===== src/rtl/fcd_pkg.sv =====
// Shared types for the rational fractional clock divider.
package fcd_pkg;
    // Output shaping selected by the mode pin.
    typedef enum logic {
        FCD_PULSE  = 1'b0,
        FCD_TOGGLE = 1'b1
    } fcd_mode_e;
endpackage


===== src/rtl/fcd_cfg_watch.sv =====
// Configuration watcher.
// Checks the ratio for validity and spots any change of numerator or
// denominator since the previous edge.
// Assumes: ratio inputs are synchronous to clk.
module fcd_cfg_watch #(
    parameter int W = 8
) (
    input  logic         clk,
    input  logic         rst_n,
    input  logic [W-1:0] num,
    input  logic [W-1:0] den,
    output logic         cfg_chg,
    output logic         cfg_bad
);
    logic [W-1:0] num_q;
    logic [W-1:0] den_q;

    // Remember the ratio seen at the last edge; reset loads the present one.
    always_ff @(posedge clk) begin
        num_q <= num;
        den_q <= den;
    end

    assign cfg_chg = rst_n && ((num != num_q) || (den != den_q));
    assign cfg_bad = (den == '0) || (num >= den);
endmodule


===== src/rtl/fcd_phase_acc.sv =====
// Modulo-den phase accumulator.
// Adds num on each step and, when the sum would pass den, takes den off
// and raises hit for that step.
// Assumes: num < den whenever step is high (the caller gates invalid ratios).
module fcd_phase_acc #(
    parameter int W = 8
) (
    input  logic         clk,
    input  logic         rst_n,
    input  logic [W-1:0] num,
    input  logic [W-1:0] den,
    input  logic         step,
    input  logic         clr,
    output logic         hit
);
    localparam int AW = W + 1;

    logic [AW-1:0] acc_q;
    logic [AW-1:0] num_x;
    logic [AW-1:0] den_x;
    logic [AW-1:0] thresh;

    assign num_x  = {1'b0, num};
    assign den_x  = {1'b0, den};
    assign thresh = den_x - num_x;
    assign hit    = step && (acc_q > thresh);

    // Accumulator update: clear on reset or ratio change, wrap on hit.
    always_ff @(posedge clk) begin
        if (!rst_n || clr) begin
            acc_q <= '0;
        end else if (step) begin
            if (hit) acc_q <= acc_q + num_x - den_x;
            else     acc_q <= acc_q + num_x;
        end
    end

    // a step with a steady ratio leaves the accumulator within den.
    p_acc_bound_r3: assert property (@(posedge clk) disable iff (!rst_n)
        (step && !clr) |=> (acc_q <= {1'b0, $past(den)}));

    // a ratio change leaves a cleared accumulator.
    p_clear_on_change_r7: assert property (@(posedge clk) disable iff (!rst_n)
        clr |=> (acc_q == '0));

    // with no step and no clear the accumulator holds.
    p_hold_when_idle_r8: assert property (@(posedge clk) disable iff (!rst_n)
        (!step && !clr) |=> $stable(acc_q));
endmodule


===== src/rtl/fcd_out_stage.sv =====
// Output register stage.
// Turns accumulator hits into a registered strobe and a pulse or toggle
// output, so the pins come straight from flip-flops.
// Assumes: hit is only high when step is high.
module fcd_out_stage
    import fcd_pkg::*;
(
    input  logic      clk,
    input  logic      rst_n,
    input  logic      hit,
    input  logic      step,
    input  logic      bad,
    input  logic      chg,
    input  fcd_mode_e mode,
    output logic      clk_out,
    output logic      wrap_stb
);
    logic out_q;
    logic stb_q;

    // Strobe register: marks each overflow for one cycle.
    always_ff @(posedge clk) begin
        if (!rst_n) stb_q <= 1'b0;
        else        stb_q <= hit;
    end

    // Output register: silence on error, shape by mode on a step.
    always_ff @(posedge clk) begin
        if (!rst_n || bad) begin
            out_q <= 1'b0;
        end else if (chg) begin
            if (mode == FCD_PULSE) out_q <= 1'b0;
        end else if (step) begin
            if (mode == FCD_PULSE) out_q <= hit;
            else                   out_q <= out_q ^ hit;
        end
    end

    assign clk_out  = out_q;
    assign wrap_stb = stb_q;

    // an invalid ratio leaves both outputs low.
    p_err_quiet_r6: assert property (@(posedge clk) disable iff (!rst_n)
        bad |=> (!clk_out && !wrap_stb));

    // in pulse mode the output follows the strobe after each step.
    p_pulse_follows_r4: assert property (@(posedge clk) disable iff (!rst_n)
        (step && mode == FCD_PULSE) |=> (clk_out == wrap_stb));

    // in toggle mode the output flips exactly when a strobe appears.
    p_toggle_on_event_r5: assert property (@(posedge clk) disable iff (!rst_n)
        (step && mode == FCD_TOGGLE) |=> ((clk_out != $past(clk_out)) == wrap_stb));

    // no strobe follows a cycle without a step.
    p_strobe_needs_step_r2: assert property (@(posedge clk) disable iff (!rst_n)
        !step |=> !wrap_stb);
endmodule


===== src/rtl/frac_clk_div.sv =====
// Rational fractional clock divider, top level.
// Produces events at Fsys*num/den from a modulo-den accumulator and shapes
// them into a one-cycle pulse or a toggled square wave.
// Assumes: all inputs are synchronous to clk; reset is synchronous, active low.
module frac_clk_div
    import fcd_pkg::*;
#(
    parameter int W = 8
) (
    input  logic         clk,
    input  logic         rst_n,
    input  logic         en,
    input  logic         mode,
    input  logic [W-1:0] ratio_num,
    input  logic [W-1:0] ratio_den,
    output logic         clk_out,
    output logic         wrap_stb,
    output logic         cfg_err
);
    logic      cfg_chg;
    logic      cfg_bad;
    logic      step;
    logic      hit;
    fcd_mode_e mode_e;

    assign mode_e  = fcd_mode_e'(mode);
    assign step    = en && !cfg_bad && !cfg_chg;
    assign cfg_err = cfg_bad;

    fcd_cfg_watch #(.W(W)) u_cfg (
        .clk     (clk),
        .rst_n   (rst_n),
        .num     (ratio_num),
        .den     (ratio_den),
        .cfg_chg (cfg_chg),
        .cfg_bad (cfg_bad)
    );

    fcd_phase_acc #(.W(W)) u_acc (
        .clk   (clk),
        .rst_n (rst_n),
        .num   (ratio_num),
        .den   (ratio_den),
        .step  (step),
        .clr   (cfg_chg),
        .hit   (hit)
    );

    fcd_out_stage u_out (
        .clk      (clk),
        .rst_n    (rst_n),
        .hit      (hit),
        .step     (step),
        .bad      (cfg_bad),
        .chg      (cfg_chg),
        .mode     (mode_e),
        .clk_out  (clk_out),
        .wrap_stb (wrap_stb)
    );

    // with enable low no strobe is produced.
    p_no_strobe_disabled_r8: assert property (@(posedge clk) disable iff (!rst_n)
        !en |=> !wrap_stb);
endmodule


===== config.mk =====
export PLATFORM = sky130hd
export DESIGN_NAME = frac_clk_div
export DESIGN_NICKNAME = d
export VERILOG_FILES = /design/src/rtl/fcd_pkg.sv /design/src/rtl/fcd_cfg_watch.sv /design/src/rtl/fcd_phase_acc.sv /design/src/rtl/fcd_out_stage.sv /design/src/rtl/frac_clk_div.sv
export SDC_FILE = /design/constraint.sdc
export NUM_CORES = 1
export LEC_CHECK = 0
export ABC_AREA = 1
export BUFFER_PORTS_ARGS = -buffer_cell sky130_fd_sc_hd__buf_2
export CORE_ASPECT_RATIO = 1.75
export CORE_MARGIN = 8
export CORE_UTILIZATION = 50
export DETAILED_ROUTE_END_ITERATION = 10
export PLACE_DENSITY = 0.8
export SLEW_MARGIN = 10
export SYNTH_ARGS = -nofsm -noshare
export SYNTH_HDL_FRONTEND = slang
export SYNTH_HIERARCHICAL = 1
export SYNTH_SLANG_ARGS = --single-unit

===== constraint.sdc =====
create_clock -name clk -period 3.8 [get_ports clk]
set_input_delay 0.57 -clock clk [delete_from_list [all_inputs] [get_ports clk]]
set_output_delay 0.57 -clock clk [all_outputs]
set_load 0.05 [all_outputs]

* Word-level counts from Yosys, hierarchy flattened
Cells that the tools add are included.
Storage, ports and cells: flip-flop bits (word level) 27, word-level logic and storage cells 33, input bits 20, output and inout port bits 3
Cells by class: bitwise gates (word level) 1, mux-type cells 5, add/subtract/negate cells 3, reduce and logical (&&, ||, !) cells 14, magnitude comparators 2, equal/unequal tests 3
Operator list (count):
- 8-bit != test | 2
- 9-bit by 8-bit adder with 9-bit output | 1
- 9-bit greater-than comparator | 1
- 9-bit 2-to-1 mux | 1
- 8-bit by 8-bit subtractor with 9-bit output | 1
- 9-bit by 8-bit subtractor with 9-bit output | 1
- 8-bit greater-or-equal comparator | 1
- 8-bit zero test | 1
- 1-bit logical AND | 4
- 1-bit logical OR | 4
- 1-bit 2-to-1 mux | 4
- 1-bit zero test | 3
- 2-bit != test, second input constant | 1
- 2-bit AND reduction | 1
- 2-bit nonzero test | 1
- 1-bit XOR | 1

* Depth between registers and ports, before layout
Gate-level depths: netlist of the first run.
depth after elaboration 10, gate-level depth with buffers 21, gate-level depth less buffers 21

* By module
Netlist of the first run, hierarchy kept.
Modules (own cells, without submodules):
- fcd_phase_acc | sequential area each 180.2 um2, times used 1, area an instance 1776.7 um2, cells an instance 280
- fcd_cfg_watch | sequential area each 320.3 um2, times used 1, area an instance 849.6 um2, cells an instance 132
- fcd_out_stage | sequential area each 40.0 um2, times used 1, area an instance 110.1 um2, cells an instance 19
- frac_clk_div | sequential area each 0.0 um2, times used 1, area an instance 13.8 um2, cells an instance 3

* Worst setup path before layout of the first run
Ideal clock, no wire load.
kind input to register, from in ratio_den[0], to reg u_out.out_q, in the netlist u_out/clk_out, arrival time 2.843 ns, data required time 3.686 ns, buffers on the path 0, path slack 0.843 ns, cell stages on the path 18, library setup time 0.114 ns, cells stage by stage inv_1 -> ha_1 -> fa_1 -> o21ai_1 -> nand2_1 -> nand2_1 -> a21oi_1 -> xor2_1 -> ha_1 -> nand2_1 -> nor2_4 -> nand3_2 -> nand3_2 -> nand3_4 -> inv_2 -> nand3_1 -> a21oi_1 -> nor2_1
On the way: longest elaborated chain between the ends 10, elaborated cells between the ends (all ways) 21, classes of those cells add/sub (1); order compare (2); eq/ne (2); mux (3); bitwise (1); reduce/logical (12)
RTL lines:
- start, declared | RTL line frac_clk_div.sv:15 | input logic [W-1:0] ratio_den,
- branches (longest 5 deep; another with 8-bit by 8-bit subtractor with 9-bit output)
- 1-bit logical AND (*) | RTL line fcd_phase_acc.sv:26 | assign hit = step && (acc_q > thresh);
- via hit | RTL line frac_clk_div.sv:23 | logic hit;
- 1-bit XOR | RTL line fcd_out_stage.sv:35 | else out_q <= out_q ^ hit;
- 1-bit 2-to-1 mux (*) | RTL line fcd_out_stage.sv:34 | if (mode == FCD_PULSE) out_q <= hit;
- 1-bit 2-to-1 mux (*) | RTL line fcd_out_stage.sv:33 | end else if (step) begin
- 1-bit 2-to-1 mux (*) | RTL line fcd_out_stage.sv:31 | end else if (chg) begin
- end signal, assigned | RTL line fcd_out_stage.sv:34
- end signal, assigned | RTL line fcd_out_stage.sv:35
- end, declared | RTL line fcd_out_stage.sv:18 | logic out_q;
Mark *: on every way through the listed nets, which the timed path passes. The select of a mux whose other input is x is not followed. A chain may end at the register's enable or synchronous reset.

* Worst setup path in the final report of the first run
Same ends and word-level chain as after synthesis.

==> summary.log, run 1 <==
[cells_and_area] number of nets in the finished design 525
[place] port buffer count 22
[floorplanning] num ports 23
[min_path] worst hold path class in2reg
[setup_path] crit path buf inv count 5
[setup_path] worst reg2reg startpoint u_acc/acc_q[0]$_SDFFE_PP0P_
[cells_and_area] commonest non-fill, non-tap cells in the layout 129 x sky130_fd_sc_hd__nand2_1, 91 x sky130_fd_sc_hd__inv_1, 41 x sky130_fd_sc_hd__ha_1
[route] Remaining DRCs 0
[floorplanning] area of the die 0.00822 mm^2
[clock_tree] H-Tree Level Count 1
[setup_path] flop2flop setup slack 0.96 ns
[floorplanning] placement row count 36
[sta] Final TNS setup 0 ns
[cells_and_area] Filler cells 535
[route] wirelength, routed 6600 um
[sta] final setup violation count 0
[min_path] critical hold path startpoint ratio_den[1]
[grt] number of antenna violations at the first check in global routing 0
[setup_path] sort of element at the end of the critical path flop
[grt] GR Overflow Total 0
[cells_and_area] Area growth syn-to-layout 9.19%
[grt] wire length of the first global-routing pass 11,100 um
[clock_tree] clock tree from TritonCTS done
[synth] distinct cell type count of the synthesized netlist 28
[setup_path] Arrival @ worst endpoint 3.28 ns
[sta] Worst Max-Slew Pin Slew 0.496 ns
[route] average detailed-routed wire length per instance 12.3 um
[synth] area share of the largest cell type after synthesis 0.197
[synth] cell taking the most area after synthesis sky130_fd_sc_hd__dfxtp_1
[floorplanning] Die Width 72.1 um
[grt] number of global-route vias before repair 2,639
[cells_and_area] most common cell after layout, fill and taps aside sky130_fd_sc_hd__nand2_1
[min_path] end point of the worst hold path u_cfg/den_q[1]$_DFF_P_
[sta] maximum frequency from static timing analysis 0.322 GHz
[run] # Max-Cap Violations 0
[power_and_ir_drop] static leakage 1.82 nW
[clock_tree] # hold bufs at CTS 0
[sta] relative slew slack 0.668
[clock_tree] number of resized instances in the post-cts repair step 0
[setup_path] critical path, cell by cell buf_2 -> inv_1 -> ha_1 -> fa_1 -> o21ai_1 -> nand2_1 -> nand2_1 -> a21oi_1 -> nor2_1 -> nor2_1 -> o21bai_1 -> ha_1 -> nand2_2 -> inv_1 -> a21oi_2 -> nand3_2 -> nand3_4 -> inv_2 -> inv_1 -> nand2_1 -> a21oi_1 -> nor2_1
[synth] number of warnings printed during yosys synthesis 6
[route] vias per cell 4.89
[synth] mean cell area of the mapped netlist 6.34 um^2
[setup_path] critical path depth 22
[setup_path] worst reg2reg path endpoint u_acc/acc_q[7]$_SDFFE_PP0P_
[power_and_ir_drop] maximum resistive drop on vdd 0.129 mV
[min_path] Hold Crit Depth 1
[cells_and_area] antenna cells 0
[place] HPWL after DPL 5630 um
[synth] share of synthesized area occupied by flip-flops and latches 0.197
[setup_path] CP max stage cell sky130_fd_sc_hd__fa_1
[power_and_ir_drop] power per unit of standard cell area 257 mW/mm^2
[setup_path] category of cells accounting for the largest share of critical-path delay adder cells
[clock_tree] clock buffers created by TritonCTS 3
[setup_path] critical path fanouts, max 6
[grt] pin count of the biggest net entering global routing 15
[setup_path] Register-to-Register Path Depth 14
[setup_path] launching element type of the critical path input pin
[setup_path] largest stage delay on the critical path 0.40 ns
[route] initial DRC count 113
[route] DR pass1 iterations 6
[outcome] status complete, no violations
[floorplanning] initial core utilization 0.505
[floorplanning] Die Ht 114 um
[sta] final slew viol count 0
[clock_tree] clk sinks 27
[clock_tree] Bufs on Longest Clock Path 2
[sta] Final Hold Viols 0
[setup_path] critical setup path kind in2reg
[clock_tree] register clock-pin slew on the reported worst setup and hold paths 0.10 ns
[place] routability-driven placement congestion ratio 0.945
[clock_tree] cell at the root of the clock tree sky130_fd_sc_hd__clkbuf_8
[cells_and_area] share of post-route cells with drive strength above 1 0.107
[synth] ranking of synthesized cells by area sky130_fd_sc_hd__dfxtp_1 20%, sky130_fd_sc_hd__ha_1 19%, sky130_fd_sc_hd__nand2_1 18%
[clock_tree] clock latency reported for the late side of the worst-skew pair 0.27 ns
[synth] flops & latches, synth 27
[setup_path] required time of the critical path 3.98 ns
[sta] post-route minimum period 3.10 ns
[synth] EDFF count, synth 0
[synth] post-synth design cell area 0.00275 mm^2
[grt] Total GRT Usage 0.167
[synth] fraction of synthesis flops using an asynchronous set or reset pin 0
[synth] synthesized netlist cell count 434
[floorplanning] core region area 0.00545 mm^2
[sta] unrepaired setup endpoints after global routing false
[sta] post-route fraction of the period consumed by the critical path 0.816
[synth] Post-Syn Nets 498
[place] Post-DP Area 0.00296 mm^2
[route] routed via count 2,621
[cells_and_area] final std cell area, no fill 0.00300 mm^2
[clock_tree] post-CTS repair timing setup buffer count 0
[synth] most instantiated flip-flop cell in the synthesis netlist sky130_fd_sc_hd__dfxtp_1
[route] antenna violation net count after detailed routing 0
[sta] final clock skew 0.00453 ns
## synthesized netlist by cell type, types with 3 or more instances
| library cell | count |
|---|---|
| sky130_fd_sc_hd__fa_1 | 3 |
| sky130_fd_sc_hd__nand3_2 | 3 |
| sky130_fd_sc_hd__a21oi_1 | 22 |
| sky130_fd_sc_hd__dfxtp_1 | 27 |
| sky130_fd_sc_hd__nand4_1 | 8 |
| sky130_fd_sc_hd__o21ai_0 | 4 |
| sky130_fd_sc_hd__xnor2_1 | 4 |
| sky130_fd_sc_hd__ha_1 | 41 |
| sky130_fd_sc_hd__inv_2 | 5 |
| sky130_fd_sc_hd__inv_1 | 91 |
| sky130_fd_sc_hd__xor2_1 | 10 |
| sky130_fd_sc_hd__a21oi_2 | 3 |
| sky130_fd_sc_hd__o21ai_1 | 4 |
| sky130_fd_sc_hd__nand3_1 | 21 |
| sky130_fd_sc_hd__nand2_2 | 6 |
| sky130_fd_sc_hd__nor2_1 | 37 |
| sky130_fd_sc_hd__nand2_1 | 129 |
## stage by stage
step,power [mW],setup slack (ns),utilization,hold slack (ns),instances
floorplan,0.529,0.843,-,0.530,434
global placement,0.599,0.523,0.543,0.535,532
detailed placement,0.607,0.442,0.543,0.556,532
CTS,0.776,0.729,0.551,0.446,536
global route,0.827,0.467,0.551,0.447,536
finish,0.771,0.698,0.551,0.448,536
## worst reg2reg max path, cell delays in order, from the launching register on
cell and delay [ns]:
sky130_fd_sc_hd__dfxtp_1 0.36, sky130_fd_sc_hd__ha_1 0.17, sky130_fd_sc_hd__inv_1 0.05, sky130_fd_sc_hd__fa_1 0.40
sky130_fd_sc_hd__inv_1 0.13, sky130_fd_sc_hd__nand3_1 0.08, sky130_fd_sc_hd__nand3_1 0.13, sky130_fd_sc_hd__xor2_1 0.29
sky130_fd_sc_hd__ha_1 0.34, sky130_fd_sc_hd__a21oi_1 0.25, sky130_fd_sc_hd__o21a_1 0.17, sky130_fd_sc_hd__nand3_1 0.08
sky130_fd_sc_hd__a21oi_1 0.18, sky130_fd_sc_hd__nor2_1 0.07, sky130_fd_sc_hd__nor2_1 0.08
## worst max path at each step
stage | start | endpoint
3_3_place_gp | ratio_den[0] | u_out/clk_out$_SDFFE_PP0P_
6_report | ratio_den[0] | u_out/clk_out$_SDFFE_PP0P_
4_1_cts | ratio_den[0] | u_out/clk_out$_SDFFE_PP0P_
3_5_place_dp | ratio_den[0] | u_out/clk_out$_SDFFE_PP0P_
5_1_grt | ratio_den[0] | u_acc/acc_q[6]$_SDFFE_PP0P_
2_1_floorplan | ratio_den[0] | u_out/clk_out$_SDFFE_PP0P_
## state kept, by name, summed over array words and instances, names as in the netlist
register and count:
u_cfg/num_q 8, u_acc/acc_q 9, u_cfg/den_q 8, u_out/clk_out 1, u_out/wrap_stb 1
## layer usage
| layer | vias to the layer above | global-route usage | part of all wire |
|---|---|---|---|
| li1 | 1398 | - | - |
| met1 | 1153 | 0.159 | 0.37 |
| met2 | 50 | 0.322 | 0.55 |
| met3 | 20 | 0.00965 | 0.028 |
| met4 | 0 | 0.114 | 0.052 |
| met5 | - | 0 | 0 |
## logic make-up (layout without fill, tap and decap cells)
family	count (synthesis)	after routing	synth area share
AND/OR/NAND/NOR	213	213	0.338
XOR/XNOR	14	14	0.0446
flip-flops	27	27	0.197
buffers and inverters	97	123	0.133
AO/OA/AOI/OAI	39	39	0.0801
adder cells (fa/ha/maj)	44	44	0.208
## report_power, final
| part | internal (mW) | leakage (nW) | switching, mW | total (mW) |
|---|---|---|---|---|
| Sequential | 0.295 | 0.224 | 0.00708 | 0.302 |
| Clock | 0.0752 | 0.0228 | 0.0921 | 0.167 |
| Combinational | 0.112 | 1.57 | 0.190 | 0.302 |
| Total | 0.482 | 1.82 | 0.289 | 0.771 |
## cell type report
class | count | area, um^2 | area share
clock buffers | 4 | 45.0 | 0.0150
inverters | 96 | 360 | 0.120
multi-input cells | 310 | 1840 | 0.614
flip-flops and latches | 27 | 541 | 0.180
well taps | 76 | 95.1 | 0.0317
repair buffers | 23 | 118 | 0.0392
No activity file was read; power rests on OpenSTA's default activity.
==> run 2, diff against run 1 <==
--- a/config.mk
+++ b/config.mk
@@ -5,13 +5,13 @@
 export SDC_FILE = /design/constraint.sdc
 export NUM_CORES = 1
 export LEC_CHECK = 0
-export ABC_AREA = 1
+export ABC_AREA = 0
 export BUFFER_PORTS_ARGS = -buffer_cell sky130_fd_sc_hd__buf_2
 export CORE_ASPECT_RATIO = 1.75
 export CORE_MARGIN = 8
 export CORE_UTILIZATION = 50
 export DETAILED_ROUTE_END_ITERATION = 10
-export PLACE_DENSITY = 0.8
+export PLACE_DENSITY = 0.83
 export SLEW_MARGIN = 10
 export SYNTH_ARGS = -nofsm -noshare
 export SYNTH_HDL_FRONTEND = slang
==> constraint.sdc (replaced) <==
create_clock -name clk -period 2.8 [get_ports clk]
set_input_delay 0.42 -clock clk [delete_from_list [all_inputs] [get_ports clk]]
set_output_delay 0.42 -clock clk [all_outputs]
set_load 0.05 [all_outputs]
==> summary.log, run 2 <==
[cells_and_area] commonest non-fill, non-tap cells in the layout 69 x sky130_fd_sc_hd__buf_4, 38 x sky130_fd_sc_hd__ha_1, 30 x sky130_fd_sc_hd__inv_1
[cells_and_area] share of post-route cells with drive strength above 1 0.343 [+0.237]
[grt] GR Overflow Total 0 [unchanged]
[clock_tree] Bufs on Longest Clock Path 2 [unchanged]
[synth] number of warnings printed during yosys synthesis 6 [unchanged]
[floorplanning] core region area 0.00467 mm^2 [-14%]
[synth] cell taking the most area after synthesis sky130_fd_sc_hd__dfxtp_1
[sta] Final Hold Viols 0 [unchanged]
[power_and_ir_drop] Internal Dissipation 0.791 mW [+64%]
[sta] post-route fraction of the period consumed by the critical path 1.22
[power_and_ir_drop] sequential cell fraction of total power 0.332 [-0.059]
[setup_path] flop2flop setup slack -0.43 ns [-1.39 ns]
[clock_tree] clock tree from TritonCTS done
[setup_path] Arrival @ worst endpoint 3.59 ns [+0.31 ns]
[route] routed via count 2,463 [-6.0%]
[run] # Max-Cap Violations 0 [unchanged]
[power_and_ir_drop] share of total power consumed by net switching 0.358 [-0.0174]
[setup_path] Register-to-Register Path Depth 16 [+2]
[route] antenna violation net count after detailed routing 0 [unchanged]
[grt] pin count of the biggest net entering global routing 20 [+5]
[power_and_ir_drop] maximum resistive drop on vdd 0.367 mV [+180%]
[sta] unrepaired setup endpoints after global routing true
[clock_tree] register clock-pin slew on the reported worst setup and hold paths 0.10 ns [about the same]
[sta] final clock skew 0.00647 ns [+0.00194 ns]
[cells_and_area] most common cell after layout, fill and taps aside sky130_fd_sc_hd__buf_4
[setup_path] end point of the critical path u_acc/acc_q[1]$_SDFFE_PP0P_
[grt] number of antenna violations at the first check in global routing 0 [unchanged]
[floorplanning] Die Ht 108 um [-5.6%]
[floorplanning] initial core utilization 0.515 [+0.0100]
[power_and_ir_drop] Logic pwr share 0.476 [+0.084]
[route] wirelength, routed 8060 um [+22%]
[setup_path] critical path, cell by cell buf_12 -> inv_12 -> ha_4 -> fa_2 -> nor2b_1 -> o21ai_1 -> nand2b_1 -> a21o_1 -> a21o_1 -> a21o_1 -> a21o_1 -> ha_4 -> nand4_4 -> buf_4 -> nor3_2 -> buf_4 -> nor2_4 -> buf_6 -> nor2_1 -> a21oi_1 -> a211oi_1
[cells_and_area] Area growth syn-to-layout 37.8%
[cells_and_area] biggest registers after layout u_acc/acc_q (9), u_cfg/den_q (8), u_cfg/num_q (8)
[sta] final slew viol count 0 [unchanged]
[place] routability-driven placement congestion ratio 0.923 [-2.3%]
[setup_path] first element of the critical path ratio_den[0]
[power_and_ir_drop] static leakage 1.60 nW [-12%]
[setup_path] CP max stage cell sky130_fd_sc_hd__ha_4
[setup_path] largest stage delay on the critical path 0.30 ns [-0.10 ns]
[synth] fraction of synthesis flops using an asynchronous set or reset pin 0 [unchanged]
[outcome] failing checks negative setup slack
[route] DR pass1 iterations 4 [-2]
[cells_and_area] combined flip-flop and latch cell area 541 um^2 [unchanged]
[synth] ranking of synthesized cells by area sky130_fd_sc_hd__dfxtp_1 23%, sky130_fd_sc_hd__ha_1 21%, sky130_fd_sc_hd__xnor2_1 11%
[synth] post-synth design cell area 0.00240 mm^2 [-13%]
[place] Placed Cells 405 [-24%]
[synth] flops & latches, synth 27 [unchanged]
[clock_tree] clock latency reported for the late side of the worst-skew pair 0.28 ns [about the same]
[cells_and_area] Cell Count, Final, Fillers Out 416 [-22%]
[sta] post-route minimum period 3.42 ns
[synth] leading cell type by number of instances after synthesis sky130_fd_sc_hd__ha_1
[outcome] status finished, violations left
[cells_and_area] number of nets in the finished design 429 [-18%]
[sta] final setup violation count 11 [+11]
[cells_and_area] area taken by multi-input logic gates 0.00184 mm^2 [-0.20%]
[cells_and_area] Largest register FFs 9 [unchanged]
[floorplanning] num ports 23 [unchanged]
[route] vias per cell 5.92 [+21%]
[setup_path] crit path buf inv count 5 [unchanged]
[synth] synthesized netlist cell count 270 [-38%]
[sta] relative slew slack 0.638 [-0.0306]
[sta] maximum frequency from static timing analysis 0.293 GHz
[synth] EDFF count, synth 0 [unchanged]
[floorplanning] area of the die 0.00736 mm^2 [-10%]
[cells_and_area] Core Util, Final 0.709 [+0.158]
[setup_path] worst reg2reg startpoint u_acc/acc_q[0]$_SDFFE_PP0P_
[power_and_ir_drop] switching power 0.441 mW [+52%]
[clock_tree] H-Tree Level Count 1 [unchanged]
[synth] most instantiated flip-flop cell in the synthesis netlist sky130_fd_sc_hd__dfxtp_1
[cells_and_area] Reg with most FFs u_acc/acc_q
[clock_tree] clock buffers created by TritonCTS 3 [unchanged]
[power_and_ir_drop] total chip power 1.23 mW [+60%]
[sta] Worst Max-Slew Pin Slew 0.544 ns [+0.0477 ns]
[power_and_ir_drop] fraction of power consumed by the clock network 0.192 [-0.025]
[cells_and_area] antenna cells 0 [unchanged]
[clock_tree] clk sinks 27 [unchanged]
[floorplanning] placement row count 33 [-8.3%]
[grt] wire length of the first global-routing pass 13,100 um [+18%]
[synth] share of synthesized area occupied by flip-flops and latches 0.225 [+0.0286]
[synth] area share of the largest cell type after synthesis 0.225 [+0.0286]
[place] HPWL after DPL 5890 um [+4.5%]
[synth] distinct cell type count of the synthesized netlist 45 [+61%]
[setup_path] category of cells accounting for the largest share of critical-path delay compound AO/OA/AOI/OAI gates
[sta] final hold slack 0.364 ns [-0.0847 ns]
[grt] Total GRT Usage 0.231 [+0.0645]
[clock_tree] # hold bufs at CTS 0 [unchanged]
[setup_path] critical path fanouts, max 8 [+2]
[setup_path] sort of element at the end of the critical path flop
[place] port buffer count 22 [unchanged]
[setup_path] critical path depth 21 [-4.5%]
[synth] most common library cells after synthesis 41 x sky130_fd_sc_hd__ha_1, 33 x sky130_fd_sc_hd__inv_1, 29 x sky130_fd_sc_hd__xnor2_1
[setup_path] required time of the critical path 2.98 ns [-1.00 ns]
[synth] Post-Syn Nets 334 [-33%]
[route] average detailed-routed wire length per instance 19.4 um [+57%]
[route] initial DRC count 169 [+50%]
[synth] mean cell area of the mapped netlist 8.89 um^2 [+40%]
[floorplanning] Die Width 68.4 um [-5.1%]
[clock_tree] cell at the root of the clock tree sky130_fd_sc_hd__clkbuf_8
[setup_path] most used cell, CP sky130_fd_sc_hd__a21o_1
[route] Remaining DRCs 0 [unchanged]
[sta] Final WS setup -0.615 ns [-1.31 ns]
[cells_and_area] Filler cells 298 [-44%]
[grt] number of global-route vias before repair 2,746 [+4.1%]
[min_path] worst hold path class in2reg
[setup_path] worst reg2reg path endpoint u_acc/acc_q[8]$_SDFFE_PP0P_
[power_and_ir_drop] power per unit of standard cell area 372 mW/mm^2 [+45%]
[setup_path] launching element type of the critical path input pin
[setup_path] critical setup path kind in2reg
==> run 2: per-stage QoR <==
| stage | setup slack (ns) | setup TNS [ns] | instance area [um^2] |
|---|---|---|---|
| final | -0.615 | -5.30 | 3310 |
| after global routing | -0.731 | -6.80 | 3310 |
| after CTS | -0.458 | -3.92 | 3260 |
| after detailed placement | -0.911 | -8.87 | 3120 |
| after global placement | -0.787 | -7.65 | 3120 |
| after floorplan | -0.620 | -4.25 | 2470 |
==> run 2: layer usage <==
layer / routed length [um] / GRT usage
met1: 2730 / 0.218
met2: 4380 / 0.416
met3: 400 / 0.0428
met4: 545 / 0.166
met5: 0 / 0
==> run 2: cell families after synthesis <==
kind of cell               share of synthesized area
and+or+nand+nor                                0.152
adders and majority gates                      0.239
buffers and inverters                         0.0563
xor gates and xnor gates                       0.124
muxes                                         0.0292
DFF                                            0.225
AOI/OAI and AO/OA                              0.175
==> run 2: worst min path at each step <==
| stage | to | depth (start not counted) | startpoint | slack (ns) |
|---|---|---|---|---|
| after floorplan | u_cfg/den_q[0]$_DFF_P_ | 0 | ratio_den[0] | 0.45 |
| after global placement | u_acc/acc_q[7]$_SDFFE_PP0P_ | 2 | u_acc/acc_q[7]$_SDFFE_PP0P_ | 0.53 |
| after detailed placement | u_acc/acc_q[7]$_SDFFE_PP0P_ | 2 | u_acc/acc_q[7]$_SDFFE_PP0P_ | 0.56 |
| after CTS | u_cfg/num_q[0]$_DFF_P_ | 2 | ratio_num[0] | 0.36 |
| after global routing | u_cfg/num_q[0]$_DFF_P_ | 2 | ratio_num[0] | 0.36 |
| final | u_cfg/num_q[0]$_DFF_P_ | 2 | ratio_num[0] | 0.36 |
==> run 2: worst reg2reg max path, cell delays in order (launching register included) <==
cell,delay [ns]
sky130_fd_sc_hd__dfxtp_1,0.36
sky130_fd_sc_hd__ha_1,0.18
sky130_fd_sc_hd__inv_1,0.06
sky130_fd_sc_hd__fa_1,0.40
sky130_fd_sc_hd__nor2b_2,0.16
sky130_fd_sc_hd__o21ai_1,0.10
sky130_fd_sc_hd__a21oi_2,0.17
sky130_fd_sc_hd__nor2_1,0.07
sky130_fd_sc_hd__xnor2_1,0.15
sky130_fd_sc_hd__ha_1,0.22
sky130_fd_sc_hd__or3_1,0.39
sky130_fd_sc_hd__a21oi_1,0.13
sky130_fd_sc_hd__nor2_1,0.08
sky130_fd_sc_hd__nor4_2,0.18
sky130_fd_sc_hd__xnor2_1,0.18
sky130_fd_sc_hd__a211oi_1,0.10
sky130_fd_sc_hd__a31o_1,0.21
==> run 2: layout make-up <==
| type | instances | share of cell area |
|---|---|---|
| clock buffer | 3 | 0.0125 |
| inverter | 33 | 0.0412 |
| sequential | 27 | 0.163 |
| multi-input combinational | 207 | 0.556 |
| clock inverter | 1 | 0.00227 |
| tap | 52 | 0.0197 |
| timing repair buffer | 93 | 0.205 |
==> run 2: power groups by stage <==
stage          clock network [mW]  registers [mW]  logic [mW]
2_1_floorplan                   0           0.416       0.310
3_3_place_gp                    0           0.416       0.504
3_5_place_dp                    0           0.417       0.528
4_1_cts                     0.231           0.408       0.553
5_1_grt                     0.253           0.410       0.633
6_report                    0.236           0.409       0.587
==> run 2: timing repair <==
item,in CTS,in global routing
setup endpoints to repair,11,11
pin swaps,25,5
buffers inserted,5,2
cloned,0,0
resized for setup,18,7
==> run 3, diff against run 2 <==
--- a/config.mk
+++ b/config.mk
@@ -11,7 +11,7 @@
 export CORE_MARGIN = 8
 export CORE_UTILIZATION = 50
 export DETAILED_ROUTE_END_ITERATION = 10
-export PLACE_DENSITY = 0.83
+export PLACE_DENSITY = 0.69
 export SLEW_MARGIN = 10
 export SYNTH_ARGS = -nofsm -noshare
 export SYNTH_HDL_FRONTEND = slang
==> constraint.sdc (replaced) <==
create_clock -name clk -period 4.3 [get_ports clk]
set_input_delay 0.645 -clock clk [delete_from_list [all_inputs] [get_ports clk]]
set_output_delay 0.645 -clock clk [all_outputs]
set_load 0.05 [all_outputs]
==> summary.log, run 3 (synthesized netlist as in run 2, its figures left out) <==
[outcome] status complete, no violations
[power_and_ir_drop] fraction of power consumed by the clock network 0.220 [+0.028]
[setup_path] launching element type of the critical path input pin
[setup_path] critical path fanouts, max 6 [-2]
[sta] final hold slack 0.523 ns [+0.159 ns]
[grt] GR Overflow Total 0 [unchanged]
[power_and_ir_drop] static leakage 1.26 nW [-21%]
[cells_and_area] most common cell after layout, fill and taps aside sky130_fd_sc_hd__ha_1
[cells_and_area] Reg with most FFs u_acc/acc_q
[setup_path] Arrival @ worst endpoint 4.06 ns [+0.47 ns]
[route] Remaining DRCs 0 [unchanged]
[cells_and_area] final std cell area, no fill 0.00266 mm^2 [-20%]
[cells_and_area] Filler cells 464 [+56%]
[setup_path] sort of element at the end of the critical path flop
[floorplanning] initial core utilization 0.515 [unchanged]
[place] HPWL after DPL 5060 um [-14%]
[cells_and_area] antenna cells 0 [unchanged]
[cells_and_area] commonest non-fill, non-tap cells in the layout 41 x sky130_fd_sc_hd__ha_1, 33 x sky130_fd_sc_hd__inv_1, 29 x sky130_fd_sc_hd__xnor2_1
[setup_path] crit path buf inv count 3 [-2]
[clock_tree] cell at the root of the clock tree sky130_fd_sc_hd__clkbuf_8
[route] DR pass1 iterations 4 [unchanged]
[sta] Final WS setup 0.392 ns [+1.01 ns]
[power_and_ir_drop] switching power 0.232 mW [-47%]
[sta] final slew viol count 0 [unchanged]
[cells_and_area] biggest registers after layout u_acc/acc_q (9), u_cfg/den_q (8), u_cfg/num_q (8)
[route] average detailed-routed wire length per instance 16.9 um [-13%]
[floorplanning] Die Ht 108 um [unchanged]
[cells_and_area] Largest register FFs 9 [unchanged]
[power_and_ir_drop] Logic pwr share 0.386 [-0.090]
[grt] wire length of the first global-routing pass 9630 um [-26%]
[sta] Final TNS setup 0 ns [+5.30 ns]
[sta] maximum frequency from static timing analysis 0.256 GHz
[place] routability-driven placement congestion ratio 0.847 [-8.2%]
[setup_path] critical path, cell by cell buf_2 -> inv_1 -> ha_1 -> nor2b_1 -> o21ai_0 -> nand2b_1 -> a21o_1 -> a21oi_1 -> o21ai_0 -> xnor2_1 -> ha_1 -> nand4_2 -> a211oi_2 -> a2111oi_4 -> nor2_2 -> buf_4 -> mux2i_1 -> mux2i_1 -> nor2b_1
[route] antenna violation net count after detailed routing 0 [unchanged]
[route] routed via count 1,988 [-19%]
[setup_path] CP max stage cell sky130_fd_sc_hd__a211oi_2
[floorplanning] num ports 23 [unchanged]
[sta] relative slew slack 0.669 [+0.0319]
[cells_and_area] area taken by multi-input logic gates 0.00173 mm^2 [-6.3%]
[cells_and_area] number of nets in the finished design 364 [-15%]
[setup_path] category of cells accounting for the largest share of critical-path delay compound AO/OA/AOI/OAI gates
[power_and_ir_drop] power per unit of standard cell area 255 mW/mm^2 [-32%]
[route] vias per cell 5.66 [-4.3%]
[power_and_ir_drop] total chip power 0.676 mW [-45%]
[grt] number of global-route vias before repair 2,115 [-23%]
[setup_path] critical setup path kind in2reg
[sta] Worst Max-Slew Pin Slew 0.496 ns [-0.0478 ns]
[power_and_ir_drop] maximum resistive drop on vdd 0.185 mV [-50%]
[setup_path] required time of the critical path 4.45 ns [+1.47 ns]
[clock_tree] clk sinks 27 [unchanged]
[cells_and_area] share of post-route cells with drive strength above 1 0.137 [-0.206]
[clock_tree] clock tree from TritonCTS done
[cells_and_area] Cell Count, Final, Fillers Out 351 [-16%]
[floorplanning] core region area 0.00467 mm^2 [unchanged]
[sta] final setup violation count 0 [-11]
[clock_tree] H-Tree Level Count 1 [unchanged]
[floorplanning] placement row count 33 [unchanged]
[setup_path] largest stage delay on the critical path 0.35 ns [+0.05 ns]
[clock_tree] Bufs on Longest Clock Path 2 [unchanged]
[grt] pin count of the biggest net entering global routing 21 [+5.0%]
[clock_tree] post-CTS repair timing setup buffer count 0 [-5]
[place] Placed Cells 347 [-14%]
[run] # Max-Cap Violations 0 [unchanged]
[setup_path] first element of the critical path ratio_num[1]
[grt] Total GRT Usage 0.172 [-0.0598]
[power_and_ir_drop] sequential cell fraction of total power 0.394 [+0.062]
[place] Post-DP Area 0.00261 mm^2 [-16%]
[min_path] worst hold path class reg2reg
[sta] post-route fraction of the period consumed by the critical path 0.909
[clock_tree] number of resized instances in the post-cts repair step 0 [-18]
[cells_and_area] Core Util, Final 0.569 [-0.140]
[sta] post-route minimum period 3.91 ns
[setup_path] worst reg2reg startpoint u_acc/acc_q[0]$_SDFFE_PP0P_
[place] port buffer count 22 [unchanged]
[clock_tree] # hold bufs at CTS 0 [unchanged]
[place] worst setup slack after placement 0.132 ns [+1.04 ns]
[power_and_ir_drop] share of total power consumed by net switching 0.344 [-0.0139]
[min_path] critical hold path startpoint u_acc/acc_q[3]$_SDFFE_PP0P_
[grt] number of antenna violations at the first check in global routing 0 [unchanged]
[route] initial DRC count 59 [-65%]
[power_and_ir_drop] Internal Dissipation 0.444 mW [-44%]
[clock_tree] clock latency reported for the late side of the worst-skew pair 0.28 ns [about the same]
[route] wirelength, routed 5930 um [-26%]
[floorplanning] Die Width 68.4 um [unchanged]
[sta] unrepaired setup endpoints after global routing false
[clock_tree] clock buffers created by TritonCTS 3 [unchanged]
[floorplanning] area of the die 0.00736 mm^2 [unchanged]
[clock_tree] register clock-pin slew on the reported worst setup and hold paths 0.10 ns [about the same]
[sta] final clock skew 0.0128 ns [+0.00638 ns]
[sta] Final Hold Viols 0 [unchanged]
[cells_and_area] combined flip-flop and latch cell area 541 um^2 [unchanged]
[cells_and_area] Area growth syn-to-layout 10.6%
==> run 3: cell types whose count changed in the layout (fill, tap and decap cells not counted), moves of 2 or more <==
cell / delta
sky130_fd_sc_hd__buf_4: -63
sky130_fd_sc_hd__nor2b_1: +2
sky130_fd_sc_hd__a21oi_2: -3
sky130_fd_sc_hd__inv_1: +3
sky130_fd_sc_hd__o21ai_2: -2
sky130_fd_sc_hd__inv_2: -2
sky130_fd_sc_hd__ha_1: +3
sky130_fd_sc_hd__a21oi_1: +3
sky130_fd_sc_hd__buf_6: -4
sky130_fd_sc_hd__buf_2: +3
sky130_fd_sc_hd__o21ai_0: +4
sky130_fd_sc_hd__o21ai_1: -2
sky130_fd_sc_hd__ha_4: -3
==> run 3: routing by layer <==
layer | global-route usage | vias up | share of wire
li1 | - | 1004 | -
met5 | 0 | - | 0
met1 | 0.166 | 920 | 0.38
met4 | 0.127 | 0 | 0.067
met3 | 0.0115 | 20 | 0.030
met2 | 0.315 | 44 | 0.52
==> run 3: path summary, 6_finish.rpt <==
check / to / slack (ns) / depth (start not counted)
setup / recovery: u_acc/acc_q[2]$_SDFFE_PP0P_ / 0.39 / 19
hold / removal: u_acc/acc_q[3]$_SDFFE_PP0P_ / 0.52 / 2
setup reg to reg: u_acc/acc_q[8]$_SDFFE_PP0P_ / 0.86 / 16
hold reg to reg: u_acc/acc_q[3]$_SDFFE_PP0P_ / 0.52 / 2
==> run 3: worst reg2reg max path, delay by kind of cell (launching register included) <==
kind | cells | cell delay (ns)
XOR/XNOR | 2 | 0.34
AND/OR/NAND/NOR | 5 | 0.90
adder cells (fa/ha/maj) | 3 | 0.80
buffers and inverters | 1 | 0.06
AO/OA/AOI/OAI | 5 | 0.84
flip-flops | 1 | 0.40
==> run 3: power groups by stage <==
stage          sequential [mW]  combinational (mW)  clock, mW
2_1_floorplan            0.271               0.191          0
3_5_place_dp             0.272               0.260          0
4_1_cts                  0.266               0.263      0.148
3_3_place_gp             0.272               0.254          0
6_report                 0.266               0.261      0.149
5_1_grt                  0.267               0.294      0.158
==> run 3: final cells by class <==
class,instances,area share
Inverter,33,0.0467
Multi-Input combinational cell,207,0.650
Sequential cell,27,0.204
Clock buffer,4,0.0170
Timing Repair Buffer,28,0.0584
Tap cell,52,0.0245
